--- src/rtl/fbc_regs_pkg.sv ---
// Shared definitions for the framebuffer register bank.
// Assumes a 14-word map; the index order is the software-visible map.
package fbc_regs_pkg;

    localparam int NUM_REGS = 14;
    localparam int DATA_W   = 32;

    typedef enum logic [3:0] {
        IX_CTRL     = 4'd0,
        IX_HACT     = 4'd1,
        IX_HSON     = 4'd2,
        IX_HSOFF    = 4'd3,
        IX_HTOT     = 4'd4,
        IX_VACT     = 4'd5,
        IX_VSON     = 4'd6,
        IX_VSOFF    = 4'd7,
        IX_VTOT     = 4'd8,
        IX_BASE     = 4'd9,
        IX_BASE_ACT = 4'd10,
        IX_BURST    = 4'd11,
        IX_DDC      = 4'd12,
        IX_CLKSEL   = 4'd13
    } reg_idx_e;

    typedef struct packed {
        logic     hit;   // strobe to an index inside the map
        logic     bad;   // strobe outside the map, or write to the mirror
        reg_idx_e idx;   // decoded index, valid when hit
    } decode_t;

endpackage

--- src/rtl/fbc_addr_decode.sv ---
// Address decoder: turns a byte address and strobe into a word index,
// an in-map hit and an error condition. Purely combinational.
// Assumes ADDR_W >= 6 so the 14-entry map fits.
module fbc_addr_decode
    import fbc_regs_pkg::*;
#(
    parameter int ADDR_W = 8
) (
    input  logic              sel,
    input  logic              we,
    input  logic [ADDR_W-1:0] addr,
    output decode_t           dec
);
    localparam int WORD_W = ADDR_W - 2;

    logic [WORD_W-1:0] word;
    logic              in_range;
    logic [1:0]        unused_lo;

    assign word      = addr[ADDR_W-1:2];
    assign unused_lo = addr[1:0];

    // Classify the access against the map.
    always_comb begin
        in_range = (word < WORD_W'(NUM_REGS));
        dec.hit  = sel && in_range;
        dec.idx  = in_range ? reg_idx_e'(word[3:0]) : IX_CTRL;
        dec.bad  = sel && (!in_range || (we && word == WORD_W'(IX_BASE_ACT)));
    end

endmodule

--- src/rtl/fbc_reg_store.sv ---
// Register storage: one 32-bit word per map slot. Plain slots take any
// write; the start-address slot enforces alignment and masking; the
// mirror slot copies the start address and holds no state of its own.
module fbc_reg_store
    import fbc_regs_pkg::*;
#(
    parameter logic [31:0] BASE_MASK = 32'hFFFF_FFFF,
    parameter logic [31:0] RST_HRES  = 32'd640,
    parameter logic [31:0] RST_VRES  = 32'd480
) (
    input  logic                            clk,
    input  logic                            rst_n,
    input  logic                            wr_en,
    input  reg_idx_e                        wr_idx,
    input  logic [DATA_W-1:0]               wdata,
    output logic [NUM_REGS-1:0][DATA_W-1:0] regs,
    output logic                            base_accept
);
    // Aligned start-address writes are the only ones taken at index 9.
    assign base_accept = wr_en && (wr_idx == IX_BASE) && (wdata[4:0] == 5'd0);

    for (genvar i = 0; i < NUM_REGS; i++) begin : g_slot
        localparam logic [DATA_W-1:0] RV =
            (i == int'(IX_CTRL)) ? 32'd1 :
            (i == int'(IX_HACT)) ? RST_HRES :
            (i == int'(IX_VACT)) ? RST_VRES : 32'd0;

        if (i == int'(IX_BASE_ACT)) begin : g_mirror
            assign regs[i] = regs[IX_BASE];
        end else if (i == int'(IX_BASE)) begin : g_base
            logic [DATA_W-1:0] q;
            // Hold the start address; accept only aligned writes.
            always_ff @(posedge clk) begin
                if (!rst_n)           q <= RV;
                else if (base_accept) q <= wdata & BASE_MASK;
            end
            assign regs[i] = q;
        end else begin : g_plain
            logic [DATA_W-1:0] q;
            // Hold a plain configuration word.
            always_ff @(posedge clk) begin
                if (!rst_n)                                  q <= RV;
                else if (wr_en && wr_idx == reg_idx_e'(i))   q <= wdata;
            end
            assign regs[i] = q;
        end
    end

endmodule

--- src/rtl/fbc_event_gen.sv ---
// Event generator: registered single-cycle resize and invalidate pulses.
// Resize fires for control/width/height writes when the engine is
// enabled after the write; invalidate fires with resize and on any
// accepted start-address write.
module fbc_event_gen
    import fbc_regs_pkg::*;
(
    input  logic     clk,
    input  logic     rst_n,
    input  logic     wr_en,
    input  reg_idx_e wr_idx,
    input  logic     wdata_b0,
    input  logic     ctrl_hold_q,
    input  logic     base_accept,
    output logic     resize_o,
    output logic     inval_o
);
    logic resize_d;

    // Decide whether this write changes live geometry.
    always_comb begin
        resize_d = 1'b0;
        if (wr_en) begin
            if (wr_idx == IX_CTRL)
                resize_d = !wdata_b0;
            else if (wr_idx == IX_HACT || wr_idx == IX_VACT)
                resize_d = !ctrl_hold_q;
        end
    end

    // Register the pulses so they last exactly one cycle per write.
    always_ff @(posedge clk) begin
        if (!rst_n) begin
            resize_o <= 1'b0;
            inval_o  <= 1'b0;
        end else begin
            resize_o <= resize_d;
            inval_o  <= resize_d || base_accept;
        end
    end

endmodule

--- src/rtl/fbc_regbank.sv ---
// Framebuffer controller register bank (top). Decodes bus accesses,
// stores the configuration, registers read data and error flag, and
// presents every field to the scan-out engine.
// Assumes one access per cycle and full-word accesses only.
module fbc_regbank
    import fbc_regs_pkg::*;
#(
    parameter int          ADDR_W    = 8,
    parameter logic [31:0] BASE_MASK = 32'hFFFF_FFFF,
    parameter logic [31:0] RST_HRES  = 32'd640,
    parameter logic [31:0] RST_VRES  = 32'd480
) (
    input  logic              clk,
    input  logic              rst_n,
    input  logic              bus_sel,
    input  logic              bus_we,
    input  logic [ADDR_W-1:0] bus_addr,
    input  logic [31:0]       bus_wdata,
    output logic [31:0]       bus_rdata,
    output logic              bus_err,
    output logic              engine_enable,
    output logic              resize_pulse,
    output logic              invalidate_pulse,
    output logic [31:0]       h_active,
    output logic [31:0]       h_sync_on,
    output logic [31:0]       h_sync_off,
    output logic [31:0]       h_total,
    output logic [31:0]       v_active,
    output logic [31:0]       v_sync_on,
    output logic [31:0]       v_sync_off,
    output logic [31:0]       v_total,
    output logic [31:0]       fb_base,
    output logic [31:0]       burst_len,
    output logic [31:0]       ddc_word,
    output logic [31:0]       clk_select
);
    decode_t                         dec;
    logic                            wr_en;
    logic                            base_accept;
    logic [NUM_REGS-1:0][DATA_W-1:0] regs;

    fbc_addr_decode #(.ADDR_W(ADDR_W)) u_dec (
        .sel  (bus_sel),
        .we   (bus_we),
        .addr (bus_addr),
        .dec  (dec)
    );

    assign wr_en = dec.hit && bus_we;

    fbc_reg_store #(
        .BASE_MASK (BASE_MASK),
        .RST_HRES  (RST_HRES),
        .RST_VRES  (RST_VRES)
    ) u_store (
        .clk         (clk),
        .rst_n       (rst_n),
        .wr_en       (wr_en),
        .wr_idx      (dec.idx),
        .wdata       (bus_wdata),
        .regs        (regs),
        .base_accept (base_accept)
    );

    fbc_event_gen u_evt (
        .clk         (clk),
        .rst_n       (rst_n),
        .wr_en       (wr_en),
        .wr_idx      (dec.idx),
        .wdata_b0    (bus_wdata[0]),
        .ctrl_hold_q (regs[IX_CTRL][0]),
        .base_accept (base_accept),
        .resize_o    (resize_pulse),
        .inval_o     (invalidate_pulse)
    );

    // Capture read data one cycle after a read strobe; hold otherwise.
    always_ff @(posedge clk) begin
        if (!rst_n)
            bus_rdata <= '0;
        else if (bus_sel && !bus_we)
            bus_rdata <= dec.hit ? regs[dec.idx] : '0;
    end

    // Flag a bad access for exactly the following cycle.
    always_ff @(posedge clk) begin
        if (!rst_n) bus_err <= 1'b0;
        else        bus_err <= dec.bad;
    end

    assign engine_enable = !regs[IX_CTRL][0];
    assign h_active      = regs[IX_HACT];
    assign h_sync_on     = regs[IX_HSON];
    assign h_sync_off    = regs[IX_HSOFF];
    assign h_total       = regs[IX_HTOT];
    assign v_active      = regs[IX_VACT];
    assign v_sync_on     = regs[IX_VSON];
    assign v_sync_off    = regs[IX_VSOFF];
    assign v_total       = regs[IX_VTOT];
    assign fb_base       = regs[IX_BASE];
    assign burst_len     = regs[IX_BURST];
    assign ddc_word      = regs[IX_DDC];
    assign clk_select    = regs[IX_CLKSEL];

endmodule

--- config.mk ---
export PLATFORM = sky130hd
export DESIGN_NAME = fbc_regbank
export DESIGN_NICKNAME = d
export VERILOG_FILES = /design/src/rtl/fbc_regs_pkg.sv /design/src/rtl/fbc_addr_decode.sv /design/src/rtl/fbc_reg_store.sv /design/src/rtl/fbc_event_gen.sv /design/src/rtl/fbc_regbank.sv
export SDC_FILE = /design/constraint.sdc
export NUM_CORES = 1
export LEC_CHECK = 0
export CORE_UTILIZATION = 50
export DETAILED_ROUTE_END_ITERATION = 7
export GPL_TIMING_DRIVEN = 0
export PLACE_DENSITY_LB_ADDON = 0.15
export RECOVER_POWER = 50
export SLEW_MARGIN = 20
export SYNTH_ARGS = -nofsm -noshare
export SYNTH_HDL_FRONTEND = slang
export SYNTH_SLANG_ARGS = --single-unit
--- constraint.sdc ---
create_clock -name clk -period 3 [get_ports clk]
set_input_delay 0.6 -clock clk [delete_from_list [all_inputs] [get_ports clk]]
set_output_delay 0.6 -clock clk [all_outputs]
set_load 0.1 [all_outputs]
* After elaboration in Yosys (flattened, before gate mapping)
Index checks and enable logic that the tools add are counted.
** Operators by class
- $lt $le $gt $ge :: 2
- Equality and inequality tests :: 13
- Mux-type cells :: 7
- Reduce and logical (&&, ||, !) cells :: 28
** Operators by type and width (count)
- binary-select mux 32 bit (select 4 bit) :: 1
- 2-to-1 mux 32 bit :: 2
- equality test 4 bit, second input constant :: 5
- logical AND 1 bit :: 19
- equality test 4 x 3 -> 1 bit, second input constant :: 4
- equality test 4 x 2 -> 1 bit, second input constant :: 2
- equality test 6 x 4 -> 1 bit, second input constant :: 1
- less-than comparator 6 x 4 -> 1 bit, second input constant :: 1
- logical NOT 5 bit :: 1
- less-than comparator 4 x 5 -> 1 bit, second input constant :: 1
- equality test 4 x 1 -> 1 bit, second input constant :: 1
- logical NOT 1 bit :: 4
- logical NOT 4 bit :: 1
- 2-to-1 mux 4 bit :: 1
- logical OR 1 bit :: 3
- 2-to-1 mux 1 bit :: 3
** Storage, ports and cells
- Flip-flop bits (word level) :: 451
- Input port bits :: 44
- Output and inout bits :: 420
- Word-level logic and storage cells :: 67

* Depth between registers and ports, before layout
- Depth after elaboration :: 8
- Mapped depth :: 9
- Depth with buffers taken out :: 5

* Modules after synthesis
From an unflattened synthesis, not the netlist that was laid out.
** Unflattened totals
- Cells, all modules :: 2581
- Area, all modules :: 22135.0 µm²
** Modules (own cells, without submodules)
- fbc_reg_store :: instances 1, cells an instance 1955, area an instance 16998.8 µm², sequential area each 8328.0 µm²
- fbc_regbank :: instances 1, cells an instance 608, area an instance 4984.8 µm², sequential area each 660.6 µm²
- fbc_event_gen :: instances 1, cells an instance 7, area an instance 81.3 µm², sequential area each 40.0 µm²
- fbc_addr_decode :: instances 1, cells an instance 11, area an instance 70.1 µm², sequential area each 0.0 µm²

* Least setup slack after synthesis
No wires, ideal clock.
- Path kind :: input to register
- From :: input bus_addr[4]
- To :: register u_store.g_slot[9].g_base.q[10]
- Arrival time :: 2.269 ns
- Required time :: 2.884 ns
- Slack :: 0.615 ns
- Stages on the path :: 8
- Cells stage by stage :: buf_2 > a311oi_4 > nand3_2 > or4_1 > buf_4 > buf_6 > mux2i_1 > nor2b_1
** Between the ends
- Word-level cells in the longest chain between the ends :: 5
** RTL lines
- start: declaration :: RTL line fbc_regbank.sv:17 : input logic [ADDR_W-1:0] bus_addr,
- less-than comparator 6 x 4 -> 1 bit :: RTL line fbc_addr_decode.sv:25 : in_range = (word < WORD_W'(NUM_REGS));
- 2-to-1 mux 4 bit or logical AND 1 bit (tied branches) :: RTL line fbc_addr_decode.sv:27, fbc_addr_decode.sv:26
- equality test 4 bit or logical AND 1 bit (tied branches) :: RTL line fbc_reg_store.sv:20, fbc_regbank.sv:49
- logical AND 1 bit * (2 in a row) :: RTL line fbc_reg_store.sv:20 : assign base_accept = wr_en && (wr_idx == IX_BASE) && (wdata[4:0] == 5'd0);
- end signal: assignment :: RTL line fbc_reg_store.sv:35 : else if (base_accept) q <= wdata & BASE_MASK;
- end: declaration :: RTL line fbc_reg_store.sv:31 : logic [DATA_W-1:0] q;
Every way passes the cells marked *; elsewhere a longest branch is shown, timed or not.
A chain may end at the register's enable or synchronous reset.

* Final worst setup path
- From :: input bus_addr[5]
- To :: register u_store.g_slot[4].g_plain.q[4]
** Between the ends
- Word-level cells in the longest chain between the ends :: 4
** RTL lines
- less-than comparator 6 x 4 -> 1 bit :: RTL line fbc_addr_decode.sv:25
- 2-to-1 mux 4 bit or logical AND 1 bit (tied branches) :: RTL line fbc_addr_decode.sv:27, fbc_addr_decode.sv:26
- equality test 4 x 3 -> 1 bit or logical AND 1 bit (tied branches) :: RTL line fbc_reg_store.sv:43, fbc_regbank.sv:49
- logical AND 1 bit * :: RTL line fbc_reg_store.sv:43 : else if (wr_en && wr_idx == reg_idx_e'(i)) q <= wdata;
- end signal: assignment :: RTL line fbc_reg_store.sv:43
- end: declaration :: RTL line fbc_reg_store.sv:39 : logic [DATA_W-1:0] q;
Marked as above.

==> out/qor.json <==
{
  "status": {
    "status": "finished with violations",
    "failed_checks": "setup timing"
  },
  "placed_design": {
    "placer_congestion": 1.04,
    "port-buffer-count": 456,
    "dp_hpwl_um": 73200
  },
  "final_layout": {
    "num-fill-cells": 3781,
    "multi_input_comb_area_sq_um": 9890,
    "drive_gt1_share_pct": 18.2,
    "final_net_count": 3337,
    "area_growth_syn_to_layout_pct": 30.8,
    "register_area_sq_um": 9030
  },
  "cts": {
    "buffers_from_clock_root_to_sink_at_most": 3,
    "worst_skew_pair.late_latency_ps": 610,
    "tritoncts.num_buffers": 49,
    "ctsRootBufferMaster": "clkbuf_16",
    "clk_pin_slew_ps": 60,
    "clock_sinks": 451,
    "htree_num_levels": 2,
    "clock_tree_from_tritoncts": "done"
  },
  "floorplanning": {
    "coreArea_sq_um": 44500,
    "height_of_the_chip_um": 215,
    "dieWidth_um": 215,
    "core.rowCount": 77,
    "pin_count": 464,
    "die_area_sq_um": 46400,
    "start_util_pct": 51.1
  },
  "route": {
    "detail_route.first_pass.iterations": 6,
    "postRouteWirelength_um": 95100,
    "detail_route.wl_per_cell_um": 24.2,
    "via_count": 22389,
    "drtAntennaViolNets": 0,
    "drtIter0Drc": 2461,
    "route.detailed.drc": 0,
    "viasPerCell": 5.70
  },
  "sta": {
    "tightestPinTransition_ps": 1250,
    "slew_headroom_pct": 16.3,
    "report.final.slew_viol_count": 0,
    "totalNegativeSetupSlack_ps": -2940,
    "hold_viol": 0,
    "setup_violations_final": 77,
    "rsz_0062_raised_after_global_routing": "true",
    "max_clock_freq_mhz": 323,
    "final_worst_path_cycle_share_pct": 103,
    "fin_worst_skew_ps": 19.1,
    "fin_crit_ps": 3100,
    "setup_slack_ps": -99.4
  },
  "worst_setup_path": {
    "crit_path_cells": "clkdlybuf4s50_1 -> or4b_1 -> buf_2 -> nor3_1 -> nand2_1 -> clkbuf_1 -> nand2_1 -> a21boi_0",
    "worst_setup_path_start_kind": "primary input",
    "critical_path.max_stage_delay_ps": 540,
    "timing_worst_setup_path_type": "in -> reg",
    "crit_required_ps": 3470,
    "arrival_ps": 3570,
    "worst_r2r_startpoint": "u_store.g_slot[2].g_plain.q[2]",
    "crit_top_cell": "nand2_1",
    "crit_path_max_fanout": 10,
    "launching_instance_or_port_of_the_critical_path": "bus_addr[5]",
    "critPathSlowestCell": "or4b_1",
    "critical_path_endpoint_category": "register"
  },
  "power_and_ir_drop": {
    "total_power_w": 0.0131,
    "power_per_cell_area_nw_per_um2": 439,
    "max_ir_drop_vdd_mv": 0.363,
    "power.leakage_nw": 11.8
  },
  "synth": {
    "synth.largest_area_cell": "dfxtp_1",
    "netlist_area_sq_um": 22800,
    "synth.top_cells.by_count": "nand2_1 (815), dfxtp_1 (451), buf_4 (385), a21boi_0 (328), clkbuf_1 (196)",
    "per_instance_average_area_after_synthesis_sq_um": 8.17,
    "ys_ff_latch": 451,
    "seq_area_frac_synth_pct": 39.7,
    "nets_in_the_synthesized_netlist": 2828,
    "synth.most_common_cell": "nand2_1",
    "synth.lib_cells_used.distinct": 59,
    "postSynth.asyncResetShare_pct": 0,
    "synth_top_area_share_pct": 39.7,
    "synth_warn": 0,
    "number_of_synthesized_flops_with_an_enable_pin": 0,
    "cells_after_synthesis": 2784,
    "postSynth.topFlopCell": "dfxtp_1",
    "synthTopCellsByArea": "dfxtp_1 (40%), nand2_1 (13%), buf_4 (13%)"
  },
  "global_route": {
    "grt_overflow_total": 0,
    "grt_pass1_wl_um": 137000,
    "largest_net_degree_at_the_start_of_global_routing": 13,
    "grt_usage_pct": 39.4,
    "antenna_violations_before_repair": 9,
    "grt_pass1_vias": 21249
  },
  "worst_hold_path": {
    "min-delay-path-class": "in -> reg",
    "holdCritStartpoint": "bus_addr[7]"
  },
  "run": {
    "drv.max_cap_violation_count": 0
  }
}
==> what timing repair did <==
| action | CTS | global route |
|---|---|---|
| endpoints found under the setup margin | 74 | 162 |
| pin swaps | 0 | 2 |
| hold buffers | 0 | 0 |
| gates resized for setup | 11 | 30 |
| setup buffers | 0 | 3 |
==> cell families (layout without fill, tap and decap cells) <==
kind of cell	count (synthesis)	after routing	share of synthesized area [%]
xor gates and xnor gates	1	1	0.0385
buffers and inverters	631	1175	17.2
and+or+nand+nor	965	965	17.4
muxes	28	28	1.24
DFF	451	451	39.7
AOI/OAI and AO/OA	708	708	24.5
other	0	9	0
==> registers in the layout, summed over array words and instances (netlist names) <==
name                      count
u_store.g_slot.g_base.q      32
u_store.g_slot.g_plain.q    384
u_evt.resize_o                1
bus_err                       1
bus_rdata                    32
u_evt.inval_o                 1
==> where the power goes <==
part	total [W]	leakage [nW]	switching, W	internal [W]
combinational	0.000974	7.44	0.000685	0.000290
clock	0.00607	0.770	0.00259	0.00348
sequential	0.00602	3.63	0.0000126	0.00600
==> layout by cell type, fill, tap and decap left out, drive strengths merged, types with 27 or more instances in the layout <==
cell type,n
nand2,815
dfxtp,451
buf,428
a21boi,378
clkbuf,279
dlygate4sd3,266
clkdlybuf4s50,190
a21oi,64
o32a,60
o221a,60
nor2b,58
nor2,39
o21ai,32
a22oi,31
o221ai,31
o2bb2ai,30
mux2i,27
==> worst max-delay path: cells and delay by family <==
family / cells / cell delay (ps)
AOI/OAI and AO/OA: 1 / 90
buffers and inverters: 3 / 1240
and+or+nand+nor: 4 / 1640
==> worst paths after layout <==
path                                                        to  slack (ps)  cells past startpoint
worst max-delay path            u_store.g_slot[4].g_plain.q[4]        -100                      8
worst min-delay path                                   bus_err         370                      3
worst max register to register                    bus_rdata[2]        1410                      4
worst min register to register                    bus_rdata[3]         440                      2
==> cell type report <==
cell class              instances  area share [%]
clock buffers                  77            5.02
multi-input cells            1702            33.2
well taps                     592            2.49
plain buffers                 627            13.1
flip-flops and latches        451            30.3
inverters                       3          0.0378
repair buffers                459            15.4
diodes                          9          0.0757
clock inverters                 9           0.265
==> per-layer routing <==
metal,share of wire (%),global-route usage [%]
met1,39,49.4
met2,46,64.0
met4,4.9,19.6
met3,9.9,8.44
met5,0.081,0
==> per-stage QoR <==
step / std cells / hold WS, ps / setup slack, ps / instance area, sq um / utilization (%)
floorplan: 2784 / 443 / 615 / 22800 / -
global placement: 3832 / 440 / -889 / 28100 / 63.0
detailed placement: 3832 / 440 / -892 / 28100 / 63.0
CTS: 3918 / 366 / 4.69 / 29700 / 66.7
global route: 3922 / 429 / -108 / 29700 / 66.8
finish: 3929 / 374 / -99.4 / 29800 / 66.8
No activity file was read; power rests on OpenSTA's default activity.
